$ cat config.mk
export PLATFORM = sky130hd
export DESIGN_NAME = fifo_level_irq
export DESIGN_NICKNAME = d
export VERILOG_FILES = /design/src/rtl/fifo_level_irq.sv
export SDC_FILE = /design/constraint.sdc
export NUM_CORES = 1
export LEC_CHECK = 0
export ABC_AREA = 1
export BUFFER_PORTS_ARGS = -buffer_cell sky130_fd_sc_hd__buf_4
export CELL_PAD_IN_SITES_DETAIL_PLACEMENT = 1
export CELL_PAD_IN_SITES_GLOBAL_PLACEMENT = 1
export CORE_ASPECT_RATIO = 1.2
export CORE_MARGIN = 5
export CORE_UTILIZATION = 25
export DETAILED_ROUTE_END_ITERATION = 7
export GPL_TIMING_DRIVEN = 1
export PLACE_DENSITY_LB_ADDON = 0.1
export SYNTH_ARGS = -nofsm -noshare
export SYNTH_HDL_FRONTEND = slang
export SYNTH_SLANG_ARGS = --single-unit
export TNS_END_PERCENT = 5
$ cat constraint.sdc
create_clock -name clk -period 1.2 [get_ports clk]
set_clock_uncertainty 0.1 [all_clocks]
set_input_delay 0.36 -clock clk [delete_from_list [all_inputs] [get_ports clk]]
set_output_delay 0.36 -clock clk [all_outputs]
set_load 0.01 [all_outputs]
$ cat src/rtl/fifo_level_irq.sv
module fifo_level_irq #(
  parameter int DBYTE_W = 16,
  parameter int SCNT_W  = 16,
  parameter logic [31:0] CFG_RST = 32'h4800_0000
) (
  input  logic               clk,
  input  logic               rst_n,
  input  logic [DBYTE_W-1:0] tx_data_free_bytes,
  input  logic [SCNT_W-1:0]  tx_stat_used,
  input  logic [DBYTE_W-1:0] rx_data_free_bytes,
  input  logic [SCNT_W-1:0]  rx_stat_used,
  input  logic               cfg_wr,
  input  logic [31:0]        cfg_wr_data,
  output logic [31:0]        cfg_q,
  input  logic               en_wr,
  input  logic [3:0]         en_data,
  output logic [3:0]         en_q,
  input  logic               clr_wr,
  input  logic [3:0]         clr_data,
  output logic [3:0]         stat,
  output logic               irq
);
  localparam int BLK_W  = DBYTE_W - 6;
  localparam int DCMP_W = (BLK_W > 8) ? BLK_W : 8;
  localparam int SCMP_W = (SCNT_W > 8) ? SCNT_W : 8;

  logic [DCMP_W-1:0] tx_blk, rx_blk, tx_lim, rx_lim;
  logic [SCMP_W-1:0] txs_cnt, rxs_cnt, txs_lim, rxs_lim;
  logic [3:0] hit, clr_mask;

  assign tx_blk  = DCMP_W'(tx_data_free_bytes[DBYTE_W-1:6]);
  assign rx_blk  = DCMP_W'(rx_data_free_bytes[DBYTE_W-1:6]);
  assign tx_lim  = DCMP_W'(cfg_q[31:24]);
  assign rx_lim  = DCMP_W'(cfg_q[15:8]);
  assign txs_cnt = SCMP_W'(tx_stat_used);
  assign rxs_cnt = SCMP_W'(rx_stat_used);
  assign txs_lim = SCMP_W'(cfg_q[23:16]);
  assign rxs_lim = SCMP_W'(cfg_q[7:0]);

  assign hit[3] = tx_blk  > tx_lim;
  assign hit[2] = txs_cnt > txs_lim;
  assign hit[1] = rx_blk  < rx_lim;
  assign hit[0] = rxs_cnt > rxs_lim;

  assign clr_mask = clr_wr ? clr_data : 4'b0000;
  assign irq      = |(stat & en_q);

  always_ff @(posedge clk) begin
    if (!rst_n) begin
      cfg_q <= CFG_RST;
      en_q  <= '0;
      stat  <= '0;
    end else begin
      if (cfg_wr) cfg_q <= cfg_wr_data;
      if (en_wr)  en_q  <= en_data;
      stat <= (stat & ~clr_mask) | hit;
    end
  end
endmodule

==> impl_metrics.tcl <==
set metrics [dict create \
    dieWidth_um 96.3 \
    ff2ff_path_depth 10 \
    path_max_fanout 2 \
    grt_overflow 0 \
    fmax_mhz 717 \
    total_power_mw 3.86 \
    start_util_pct 25.8 \
    rr_endpoint "stat[3]" \
    synth_fa_ha_area_share_pct 17.4 \
    core_mm2 0.00866 \
    status "complete, but fails checks" \
    yosys_warnings 0 \
    cts.reportedPaths.clkPinSlew_ps 80 \
    nets 628 \
    grt_pass1_wl_um 12700 \
    port_buffers 137 \
    reg2reg_from "cfg_q[29]" \
    ys_ff_latch 40 \
    synth.cell_area_mm2 0.00223 \
    gp_congestion 0.727 \
    rrSetupSlack_ps -160 \
    htree_levels 2 \
    dpl.hpwl_um 6610 \
    ant_nets 0 \
    grt_max_degree 35 \
    synth_top_family_by_area "compound AO/OA/AOI/OAI gates" \
    syn_inst 303 \
    ir_drop_mv 0.488 \
    pin_count 150 \
    synthArstFlopShare_pct 0 \
    rsz0062_at_grt "yes" \
    clock_latency_ps 290 \
    layout_commonest_cell "buf_4" \
    worstSetupStartpoint "cfg_q[18]" \
    period_minus_slack_ps 1400 \
    cts_buffer_depth 2 \
    fp-row-count 37 \
    critPathKind "reg -> out" \
    num_antenna_cells 0 \
    yosys.cell_types.count 16 \
    fin_ws_ps -195 \
    m1WireLength_um 3130 \
    vias 2672 \
    wl_um 8310 \
    synth-simple-area-share_pct 17.7 \
    synth-edff-count 0 \
    cp-endpoint "cfg_q[18]" \
    cp_data_arrival_time_ps 940 \
    power.density_mw_per_mm2 860 \
    grt_use_total_pct 14.6 \
    period_share_pct 116 \
    clock_sinks 40 \
    antenna_found_initial 0 \
    grt_pass1_vias 2762 \
    hold_violations 0 \
    clock-root-buffer "clkbuf_8" \
    synth_xor_area_share_pct 0 \
    wl_met2_um 4580 \
    min_path_type "in -> reg" \
    failed_checks "setup timing" \
    drtIter0Drc 37 \
    wl_per_cell_um 13.7 \
    relSlewSlack_pct 83.3 \
    die_area_mm2 0.0109 \
    area_growth_pct 101 \
    drc 0 \
    setup_viol_count_final 35 \
    placedCellCount 585 \
    drive_above_1_share_pct 60.7 \
    endpoint_kind "primary output" \
    cts_tree "done" \
    crit_required_ps 740 \
    top_layer_used "met4" \
    cts_buffers 5 \
    fill_cells 1049 \
    ys.flop_type "dfxtp_1" \
    die_y_um 114 \
    maxCapViolCount 0 \
    whs_ps 195 \
    synth.area.mux_share_pct 0 \
    holdBufCountCts 0 \
    setup_tns_ps -3540 \
    syn_nets 443 \
    drv_slew 0 \
    synth-compound-area-share_pct 18.1 \
    startpoint_type "flop" \
    wl_met3_um 553 \
    syn_area_per_cell_um2 7.38 \
    instances_no_fill 605 \
    via_per_inst 4.42 \
    mostFrequentLayoutCells "126 x buf_4, 58 x buf_6, 41 x nand2_1, 38 x dfxtp_2, 36 x o21ai_0" \
    dp_slack_ps -304 \
    synth_seq_area_share_pct 35.8 \
    tightest_slew_ps 250 \
    leakagePower_nw 2.11 \
    drt-pass1-iter-count 4 \
]
## cells in the mapped netlist (2+ instances only)
| cell type | number | area (um^2) |
|---|---|---|
| nand2_1 | 47 | 176 |
| ha_1 | 31 | 388 |
| inv_1 | 47 | 176 |
| a21oi_1 | 41 | 205 |
| buf_6 | 4 | 45.0 |
| o21ai_0 | 37 | 185 |
| nand4_1 | 8 | 50.1 |
| clkbuf_1 | 5 | 18.8 |
| a21o_1 | 2 | 15.0 |
| dfxtp_1 | 40 | 801 |
| nor3b_1 | 2 | 15.0 |
| nand3_1 | 5 | 25.0 |
| nor2_1 | 31 | 116 |
## how the worst min path moves through the flow
stage	startpoint	to	slack (ps)	cells past startpoint
after floorplan	cfg_wr	cfg_q[30]	360	1
after global placement	cfg_q[7]	cfg_q[7]	350	2
after detailed placement	cfg_q[7]	cfg_q[7]	360	2
after CTS	cfg_wr_data[30]	cfg_q[30]	180	3
after global routing	en_data[1]	en_q[1]	190	3
final	cfg_wr_data[30]	cfg_q[30]	190	3
## state kept, by name (all words and copies together) (netlist names)
signal,count
cfg_q,32
en_q,4
stat,4
## layout make-up
class / count / area (um^2) / area share, %
inverter: 48 / 180 / 4.01
timing repair buffer: 187 / 1660 / 36.9
multi-input combinational: 206 / 1560 / 34.8
tap: 117 / 146 / 3.26
sequential: 40 / 848 / 18.9
clock buffer: 7 / 96.3 / 2.14
## layer usage
metal | up-vias | GRT usage, %
met3 | 2 | 4.22
met2 | 78 | 27.8
met1 | 1231 | 15.7
met5 | - | 0
li1 | 1361 | -
met4 | 0 | 2.81
## through the flow
stage          instance area (um^2)  utilization [%]
2_1_floorplan                  2370                -
6_report                       4490             51.9
3_3_place_gp                   3790             43.8
4_1_cts                        4150             47.9
3_5_place_dp                   3790             43.8
5_1_grt                        4490             51.9
## cells by family (layout without fill, tap and decap cells)
group	Yosys count	after routing
flops	40	40
compound gates	80	80
fa+ha+maj	31	31
simple gates	95	95
buf+inv	57	242
## power breakdown
group	switching (mW)	total, mW	internal, mW
clock network	0.479	0.992	0.513
registers	0.0710	1.51	1.44
logic	0.556	1.36	0.806
total	1.11	3.86	2.76
## timing repair
action                                  4_1_cts  5_1_grt
gates resized for setup                      69       56
pin swaps                                     3       18
buffers inserted                              2       11
endpoints found under the hold margin         0        0
endpoints found under the setup margin       45       45
## worst max-delay path: stages, from the launching register on
cell and delay (ps):
dfxtp_2 330, buf_6 110, buf_6 100, buf_6 110
Note: power is estimated with default switching activity, not from simulation.
